==> src/rtl/ibc_pkg.sv <==
`timescale 1ns/1ps
package ibc_pkg;
  // Byte distance between consecutive bank register groups
  localparam int unsigned REG_STRIDE = 24;
  // Register width and therefore sources per bank
  localparam int unsigned DATA_W     = 32;
  localparam int unsigned OFS_W      = 5;

  // Offsets inside one bank group
  localparam logic [OFS_W-1:0] OFS_STATUS = 5'h00;
  localparam logic [OFS_W-1:0] OFS_ENABLE = 5'h04;
  localparam logic [OFS_W-1:0] OFS_FORCE  = 5'h08;
  localparam logic [OFS_W-1:0] OFS_ACK    = 5'h0C;
  localparam logic [OFS_W-1:0] OFS_POLAR  = 5'h10;
  localparam logic [OFS_W-1:0] OFS_MODE   = 5'h14;

  typedef struct packed {
    logic [DATA_W-1:0] enable;
    logic [DATA_W-1:0] polar;
    logic [DATA_W-1:0] mode;
    logic [DATA_W-1:0] latched;
    logic [DATA_W-1:0] prev;
  } bank_state_t;
endpackage

==> src/rtl/ibc_sync.sv <==
`timescale 1ns/1ps
module ibc_sync #(
  parameter int unsigned WIDTH = 32
) (
  input  logic             clk,
  input  logic             rst_n,
  input  logic [WIDTH-1:0] async_i,
  output logic [WIDTH-1:0] sync_o
);
  logic [WIDTH-1:0] stage1_q;
  logic [WIDTH-1:0] stage2_q;

  always_ff @(posedge clk or negedge rst_n) begin
    if (!rst_n) begin
      stage1_q <= '0;
      stage2_q <= '0;
    end else begin
      stage1_q <= async_i;
      stage2_q <= stage1_q;
    end
  end

  assign sync_o = stage2_q;
endmodule

==> src/rtl/ibc_first_one.sv <==
`timescale 1ns/1ps
module ibc_first_one #(
  parameter int unsigned WIDTH = 32,
  parameter int unsigned IDX_W = $clog2(WIDTH)
) (
  input  logic [WIDTH-1:0] vec_i,
  output logic [IDX_W-1:0] idx_o,
  output logic             found_o
);
  // Scan from the top so the lowest set position is the last one written
  always_comb begin
    idx_o = '0;
    for (int i = WIDTH - 1; i >= 0; i--) begin
      if (vec_i[i]) idx_o = IDX_W'(i);
    end
  end

  assign found_o = |vec_i;
endmodule

==> src/rtl/ibc_bank.sv <==
`timescale 1ns/1ps
module ibc_bank
  import ibc_pkg::*;
#(
  parameter int unsigned IDX_W = $clog2(DATA_W)
) (
  input  logic              clk,
  input  logic              rst_n,
  input  logic [DATA_W-1:0] src_s_i,
  input  logic              wr_en_i,
  input  logic [OFS_W-1:0]  ofs_i,
  input  logic [DATA_W-1:0] wdata_i,
  output logic [DATA_W-1:0] rdata_o,
  output logic              irq_o,
  output logic [IDX_W-1:0]  idx_o
);
  bank_state_t st_q;
  bank_state_t st_d;

  logic [DATA_W-1:0] force_mask;
  logic [DATA_W-1:0] ack_mask;
  logic [DATA_W-1:0] level_act;
  logic [DATA_W-1:0] rise;
  logic [DATA_W-1:0] fall;
  logic [DATA_W-1:0] edge_evt;
  logic [DATA_W-1:0] status;
  logic [DATA_W-1:0] pend;
  logic              en_we;
  logic              pol_we;
  logic              mode_we;

  // Write decode
  always_comb begin
    force_mask = (wr_en_i && (ofs_i == OFS_FORCE)) ? wdata_i : '0;
    ack_mask   = (wr_en_i && (ofs_i == OFS_ACK))   ? wdata_i : '0;
    en_we      = wr_en_i && (ofs_i == OFS_ENABLE);
    pol_we     = wr_en_i && (ofs_i == OFS_POLAR);
    mode_we    = wr_en_i && (ofs_i == OFS_MODE);
  end

  // Trigger detection on the synchronised input
  always_comb begin
    level_act = ~(src_s_i ^ st_q.polar);
    rise      = src_s_i & ~st_q.prev;
    fall      = ~src_s_i & st_q.prev;
    edge_evt  = st_q.mode & ((st_q.polar & rise) | (~st_q.polar & fall));
  end

  // Next state
  always_comb begin
    st_d         = st_q;
    st_d.prev    = src_s_i;
    st_d.latched = (st_q.latched & ~ack_mask) | edge_evt | force_mask;
    if (en_we)   st_d.enable = wdata_i;
    if (pol_we)  st_d.polar  = wdata_i;
    if (mode_we) st_d.mode   = wdata_i;
  end

  always_ff @(posedge clk or negedge rst_n) begin
    if (!rst_n) st_q <= '0;
    else        st_q <= st_d;
  end

  // Visible status: latched events, plus the live level for level sources
  assign status = st_q.latched | (~st_q.mode & level_act);
  assign pend   = status & st_q.enable;

  ibc_first_one #(.WIDTH(DATA_W), .IDX_W(IDX_W)) u_first (
    .vec_i   (pend),
    .idx_o   (idx_o),
    .found_o (irq_o)
  );

  always_comb begin
    case (ofs_i)
      OFS_STATUS: rdata_o = status;
      OFS_ENABLE: rdata_o = st_q.enable;
      OFS_POLAR:  rdata_o = st_q.polar;
      OFS_MODE:   rdata_o = st_q.mode;
      default:    rdata_o = '0;
    endcase
  end

  AST_LATCH_HOLDS: assert property (@(posedge clk) disable iff (!rst_n)
    1'b1 |=> ((($past(st_q.latched) & ~$past(ack_mask)) & ~st_q.latched) == '0));
  AST_ACK_CLEARS: assert property (@(posedge clk) disable iff (!rst_n)
    1'b1 |=> ((($past(ack_mask) & ~$past(edge_evt) & ~$past(force_mask)) & st_q.latched) == '0));
  AST_FORCE_SETS: assert property (@(posedge clk) disable iff (!rst_n)
    1'b1 |=> (($past(force_mask) & ~st_q.latched) == '0));
  AST_MASKED_QUIET: assert property (@(posedge clk) disable iff (!rst_n)
    (st_q.enable == '0) |-> !irq_o);
  AST_IDX_LOWEST: assert property (@(posedge clk) disable iff (!rst_n)
    irq_o |-> (pend[idx_o] && ((pend & ((DATA_W'(1) << idx_o) - DATA_W'(1))) == '0)));
  AST_CFG_NO_EVENT: assert property (@(posedge clk) disable iff (!rst_n)
    (src_s_i == st_q.prev) |-> (edge_evt == '0));
endmodule

==> src/rtl/irq_bank_ctrl.sv <==
`timescale 1ns/1ps
module irq_bank_ctrl
  import ibc_pkg::*;
#(
  parameter int unsigned NUM_BANKS = 5,
  parameter int unsigned IDX_W     = $clog2(DATA_W),
  parameter int unsigned ADDR_W    = $clog2(NUM_BANKS * REG_STRIDE + 1)
) (
  input  logic                        clk,
  input  logic                        rst_n,
  input  logic [NUM_BANKS*DATA_W-1:0] src_i,
  input  logic                        reg_we,
  input  logic [ADDR_W-1:0]           reg_addr,
  input  logic [DATA_W-1:0]           reg_wdata,
  output logic [DATA_W-1:0]           reg_rdata,
  output logic [NUM_BANKS-1:0]        bank_irq,
  output logic [NUM_BANKS*IDX_W-1:0]  pend_idx
);
  localparam int unsigned SRC_TOTAL = NUM_BANKS * DATA_W;
  localparam int unsigned MAP_END   = NUM_BANKS * REG_STRIDE;

  logic [SRC_TOTAL-1:0] src_sync;
  logic [31:0]          addr_ext;
  logic [NUM_BANKS-1:0] hit;
  logic [DATA_W-1:0]    bank_rd [NUM_BANKS];

  assign addr_ext = 32'(reg_addr);

  ibc_sync #(.WIDTH(SRC_TOTAL)) u_sync (
    .clk     (clk),
    .rst_n   (rst_n),
    .async_i (src_i),
    .sync_o  (src_sync)
  );

  for (genvar b = 0; b < NUM_BANKS; b++) begin : g_bank
    localparam int unsigned BASE = b * REG_STRIDE;
    logic [OFS_W-1:0] ofs;

    assign hit[b] = (addr_ext >= BASE) && (addr_ext < BASE + REG_STRIDE);
    assign ofs    = OFS_W'(addr_ext - BASE);

    ibc_bank #(.IDX_W(IDX_W)) u_bank (
      .clk     (clk),
      .rst_n   (rst_n),
      .src_s_i (src_sync[b*DATA_W +: DATA_W]),
      .wr_en_i (reg_we && hit[b]),
      .ofs_i   (ofs),
      .wdata_i (reg_wdata),
      .rdata_o (bank_rd[b]),
      .irq_o   (bank_irq[b]),
      .idx_o   (pend_idx[b*IDX_W +: IDX_W])
    );
  end

  always_comb begin
    reg_rdata = '0;
    for (int b = 0; b < NUM_BANKS; b++) begin
      reg_rdata = reg_rdata | (bank_rd[b] & {DATA_W{hit[b]}});
    end
  end

  AST_UNMAPPED_ZERO: assert property (@(posedge clk) disable iff (!rst_n)
    (addr_ext >= MAP_END) |-> (reg_rdata == '0));
  AST_SINGLE_BANK: assert property (@(posedge clk) disable iff (!rst_n)
    $onehot0(hit));
endmodule

==> config.mk <==
export PLATFORM = sky130hd
export DESIGN_NAME = irq_bank_ctrl
export DESIGN_NICKNAME = d
export VERILOG_FILES = /design/src/rtl/ibc_pkg.sv /design/src/rtl/ibc_sync.sv /design/src/rtl/ibc_first_one.sv /design/src/rtl/ibc_bank.sv /design/src/rtl/irq_bank_ctrl.sv
export SDC_FILE = /design/constraint.sdc
export NUM_CORES = 2
export LEC_CHECK = 0
export BUFFER_PORTS_ARGS = -buffer_cell sky130_fd_sc_hd__buf_2
export CAP_MARGIN = 30
export CELL_PAD_IN_SITES_DETAIL_PLACEMENT = 1
export CELL_PAD_IN_SITES_GLOBAL_PLACEMENT = 1
export CORE_AREA = 2 2 243 424
export CTS_BUF_LIST = sky130_fd_sc_hd__clkbuf_8
export DETAILED_ROUTE_END_ITERATION = 12
export DIE_AREA = 0 0 245 426
export PLACE_DENSITY = 0.89
export SLEW_MARGIN = 10
export SYNTH_ARGS = -nofsm -noshare
export SYNTH_HDL_FRONTEND = slang
export SYNTH_HIERARCHICAL = 1
export SYNTH_SLANG_ARGS = --single-unit
==> constraint.sdc <==
create_clock -name clk -period 3.33 [get_ports clk]
set_input_delay 0.4995 -clock clk [delete_from_list [all_inputs] [get_ports clk]]
set_output_delay 0.4995 -clock clk [all_outputs]
set_load 0.02 [all_outputs]
==> results of run 1 <==
[timing repair]
item / CTS
hold buffers: 161
buffers inserted: 195
pin swaps: 224
endpoints found under the hold margin: 381
gates resized for setup: 651
setup endpoints to repair: 62
[synth_stat cells (10+ instances only)]
library cell / count
nand4_1: 15
nor2_1: 223
o311ai_1: 20
nor4_1: 36
nor3_2: 10
inv_1: 99
or4_4: 10
mux2i_1: 160
nor3b_1: 171
or4_1: 10
a2bb2oi_1: 31
nand2_1: 15
a22oi_1: 32
xor2_1: 160
and2_1: 167
a221o_1: 160
o31ai_1: 20
o21ai_0: 330
nor3_1: 26
mux2_2: 480
a2111oi_0: 10
o21bai_1: 160
buf_2: 121
nand3_1: 165
buf_6: 28
clkbuf_1: 80
nor2b_1: 15
o311ai_0: 140
a21oi_1: 36
and3b_1: 160
o221ai_1: 31
dfrtp_1: 1120
[stage by stage]
stage / util (%) / setup WS (ns) / cell area, µm² / hold slack, ns
4_1_cts: 64.3 / -0.577 / 64800 / 0.0209
3_5_place_dp: 55.4 / -0.0231 / 55900 / 0.336
3_3_place_gp: 55.4 / 0.0447 / 55900 / 0.332
2_1_floorplan: - / 0.426 / 52000 / 0.204
[per-layer routing]
layer	GRT usage [%]	overflow
met5	33.2	0
met4	67.6	16
met3	56.8	1
met2	86.5	24
met1	68.5	0
[cell families after synthesis]
group	count (synthesis)	share of synthesized area (%)
DFF	1120	53.9
and+or+nand+nor	1046	12.6
AOI/OAI and AO/OA	1011	14.2
muxes	640	13.5
buffers and inverters	329	3.07
xor gates and xnor gates	160	2.69
adders and majority gates	4	0.0962
==> metrics.txt, run 1 <==
asr flop ratio synth=100%; largest net degree at the start of global routing=133; dpl cells=5867; Seq/Total Area, Yosys=a little over half; DPL Wire Length=~120000 µm; Synth area leader=dfrtp_1; initial antenna violation count=58; H-Tree Depth=4; Run Error=[ERROR GRT-0232] Routing congestion too high. Check the congestion heatmap in the GUI.; CTS Buf Count=166; clk root buf=clkbuf_8; Worst End Pin Type=top-level output; All-Layer GR Usage=a little over two thirds; Rows=154; Placer Congestion=~0.98; Yosys warnings=6; PortBufs=263; number of enable flip-flop cells after synthesis=0; last stage reached=global routing (5_1_grt); clk buf depth=3; Post-Syn Area=0.0520 mm²; die height=426 µm; status=stopped before the end; Net Count, Synth=~4500; Worst EP post-GRT repair=pend_idx[0]; grt ovf=41; effective utilization at floorplan=51.6%; top cell type's share of synthesized area=a little over half; Unique masters post-synth=53; clock sinks=1120; ys flop type=dfrtp_1; die width=245 µm; number of I/O pins=264; Synth Register Bits=1120; syn avg cell area=12.1 µm²; Cells after Synth=around 4300; top cells by area, synth=dfrtp_1, mux2_2, o21ai_0
==> run 2: changes to the inputs <==
CELL_PAD_IN_SITES_DETAIL_PLACEMENT = not set   (was 1)
CELL_PAD_IN_SITES_GLOBAL_PLACEMENT = not set   (was 1)
CORE_AREA = 2 2 364 366   (was 2 2 243 424)
CTS_BUF_LIST = not set   (was sky130_fd_sc_hd__clkbuf_8)
DIE_AREA = 0 0 366 368   (was 0 0 245 426)
PLACE_DENSITY = not set   (was 0.89)
PLACE_DENSITY_LB_ADDON = 0.15   (was not set)
==> run 2 against run 1 <==
Against the previous run:
- the flow now finishes, with violations (setup timing)
- synthesized area did not move
- synthesized cell count is the same
==> metrics.txt, run 2 <==
CTS tree=done; CP delay by family, top=compound AO/OA/AOI/OAI gates; clock group share of total power=~42%; Most Frequent Cell on Critical Path=buf_6; PortBufs=263 (unchanged); top cell type's share of synthesized area=53.9% (unchanged); number of I/O pins=264 (unchanged); Yosys warnings=6 (unchanged); Worst Path Buf+Inv=2; Worst VDD drop=0.000435 V; die height=368 µm (-14%); syn avg cell area=12.1 µm² (unchanged); CP startpoint kind=flip-flop; Crit Path Class=flip-flop to primary output; first-pass GRT wire length=277000 µm; Cells after Synth=4310 (unchanged); effective utilization at floorplan=39.8% (-12 points); CTS clock-pin slew for the worst setup and hold paths=0.06 ns; total number of vias=40413; H-Tree Depth=4 (unchanged); CP required=2.83 ns; Unique masters post-synth=53 (unchanged); LEAKAGE=30.3 nW; type of the tightest min-delay check=primary input to flip-flop; Final Max Slew Viols=0; vias in the first global route=39758; pre-CTS setup slack=-0.312 ns (-0.289 ns); number of enable flip-flop cells after synthesis=0 (unchanged); Post-Syn Area=0.0520 mm² (unchanged); asr flop ratio synth=100% (unchanged); total power draw=around 0.038 W; Synth area leader=dfrtp_1; most frequent cell after synthesis=dfrtp_1; leading cell type in the layout, fill and taps excluded=dfrtp_1; Largest register FFs=800; DRC viols=0; largest net degree at the start of global routing=between 100 and 150; failing checks=setup timing; Net Count, Synth=4516 (unchanged); slew margin rel.=33.3%; die area=approximately 0.13 mm²; CP Capture Type=primary output; skew final=0.0280 ns; Placer Congestion=0.911 (-6.9%); crit path max fanout=4; commonest cells after routing, fill and taps aside=dfrtp_1, mux2_2, buf_4; Antenna Nets Post-Route=0; CP max stage delay=slightly above 0.4 ns; Final WS setup=-0.303 ns; Seq/Total Area, Yosys=53.9% (unchanged); Worst-Margin Slew=between 1 and 1.5 ns; status=complete, but fails checks; total wire length=around 190000 µm; All-Layer GR Usage=27.9%; crit-path cells=xor2_1, o21bai_2, and2_1, a21oi_1, o21a_2, a2111oi_4, a221oi_4, buf_6, buf_6; DPL Wire Length=128000 µm (+3.5%); ys flop type=dfrtp_1; P_sw=roughly 0.010 W; Via density=about 5.7; RSZ-0062 raised after global routing=yes; post-route clock period utilization=109%; Final setup viols=36; die width=366 µm (+49%); minimum clock period=roughly 3.6 ns; Slowest-stage cell, CP=dfrtp_1; clk root buf=clkbuf_16; Synth Register Bits=1120 (unchanged); initial antenna violation count=12; top cells by area, synth=dfrtp_1, mux2_2, o21ai_0; final hold viol count=0; clk buf depth=3 (unchanged); grt ovf=0; clock sinks=1120 (unchanged); Rows=133 (-14%); Worst-Skew Late Latency=0.79 ns; synth cell count leaders=dfrtp_1, mux2_2, o21ai_0, nor2_1, nor3b_1; Data arrival, critical path=3.13 ns; Comb pwr share=between 10% and 20%; Post-Route Setup TNS=-3.83 ns; Int Pwr=0.0272 W; Biggest register=g_bank.u_bank/st_q; initial drt markers=~3400; Seq pwr share=41.0%; Layout Nets=5379; Layout Area Growth over Synthesis=32.4%; Fillers=11310; share of cells above drive strength 1=39.8%; Pre-antenna DRT Iters=5; maximum clock rate=about 280 MHz; Wirelength per Cell=27.1 µm; Power per Cell Area=546 mW/mm²; max_cap viols=0; Sw Ratio=27.8%; CTS Buf Count=131 (-21%); total core area=0.131 mm²
==> run 2: cell counts after synthesis <==
Identical to the previous run, type by type.
==> run 2: layout make-up <==
cell class	count	area (µm²)	share of cell area (%)
Inverter	99	372	0.539
Tap cell	1755	2200	3.19
Sequential cell	1120	28100	40.8
Antenna cell	4	10.0	0.0145
Clock inverter	52	917	1.33
Clock buffer	184	3800	5.52
Multi-Input combinational cell	2861	25300	36.8
Timing Repair Buffer	960	8140	11.8
==> run 2: worst paths after layout <==
| kind | from | cells after the start | to | slack, ns |
|---|---|---|---|---|
| setup / recovery | u_sync/sync_o[12] | 9 | pend_idx[0] | -0.30 |
| hold / removal | reg_addr[2] | 2 | g_bank[1].u_bank/st_q[59] | 0.23 |
| setup reg to reg | u_sync/sync_o[146] | 4 | g_bank[4].u_bank/st_q[50] | 2.00 |
| hold reg to reg | u_sync/stage1_q[19] | 0 | u_sync/sync_o[19] | 0.34 |
| max in group asynchronous | rst_n | 3 | g_bank[0].u_bank/st_q[101] | 1.89 |
| min in group asynchronous | rst_n | 2 | g_bank[3].u_bank/st_q[65] | 0.30 |
==> run 2: per-layer routing <==
metal,part of all wire (%),up-vias,global-route usage [%]
met5,0.014,-,0
met4,3.7,4,9.72
met3,6.9,273,5.94
met2,44,1329,42.1
met1,45,20957,39.7
li1,-,17850,-
==> run 2: logic make-up (layout without fill, tap and decap cells) <==
family | count (synthesis) | after routing | share of synthesized area [%]
XOR/XNOR | 160 | 160 | 2.69
AO/OA/AOI/OAI | 1011 | 1011 | 14.2
AND/OR/NAND/NOR | 1046 | 1046 | 12.6
flip-flops | 1120 | 1120 | 53.9
other | 0 | 4 | 0
adder cells (fa/ha/maj) | 4 | 4 | 0.0962
multiplexers | 640 | 640 | 13.5
buffers and inverters | 329 | 1295 | 3.07
==> run 2: power by group through the flow <==
stage                     registers [W]  logic (W)  clock network [W]
after CTS                        0.0154    0.00592             0.0160
after global routing             0.0156    0.00695             0.0165
final                            0.0154    0.00657             0.0156
after floorplan                  0.0153    0.00268                  0
after detailed placement         0.0156    0.00487                  0
after global placement           0.0156    0.00485                  0
==> run 2: timing repair <==
action                                  CTS  global route
gates cloned                              0             0
hold endpoints to repair                207             0
hold buffers                            161             0
pin swaps                               235           261
buffers inserted                        140            97
endpoints found under the setup margin   62            62
resized for setup                       521           341
==> run 2: metrics by stage <==
stage	utilization, %	hold slack, ns	cells	cell area, µm²
after global placement	43.9	0.333	6422	57400
after floorplan	-	0.204	4310	52000
final	52.7	0.226	7035	68900
after global routing	52.7	0.211	7033	68900
after detailed placement	43.9	0.335	6422	57400
after CTS	51.0	0.186	6948	66800
No activity file was read; power rests on OpenSTA's default activity.
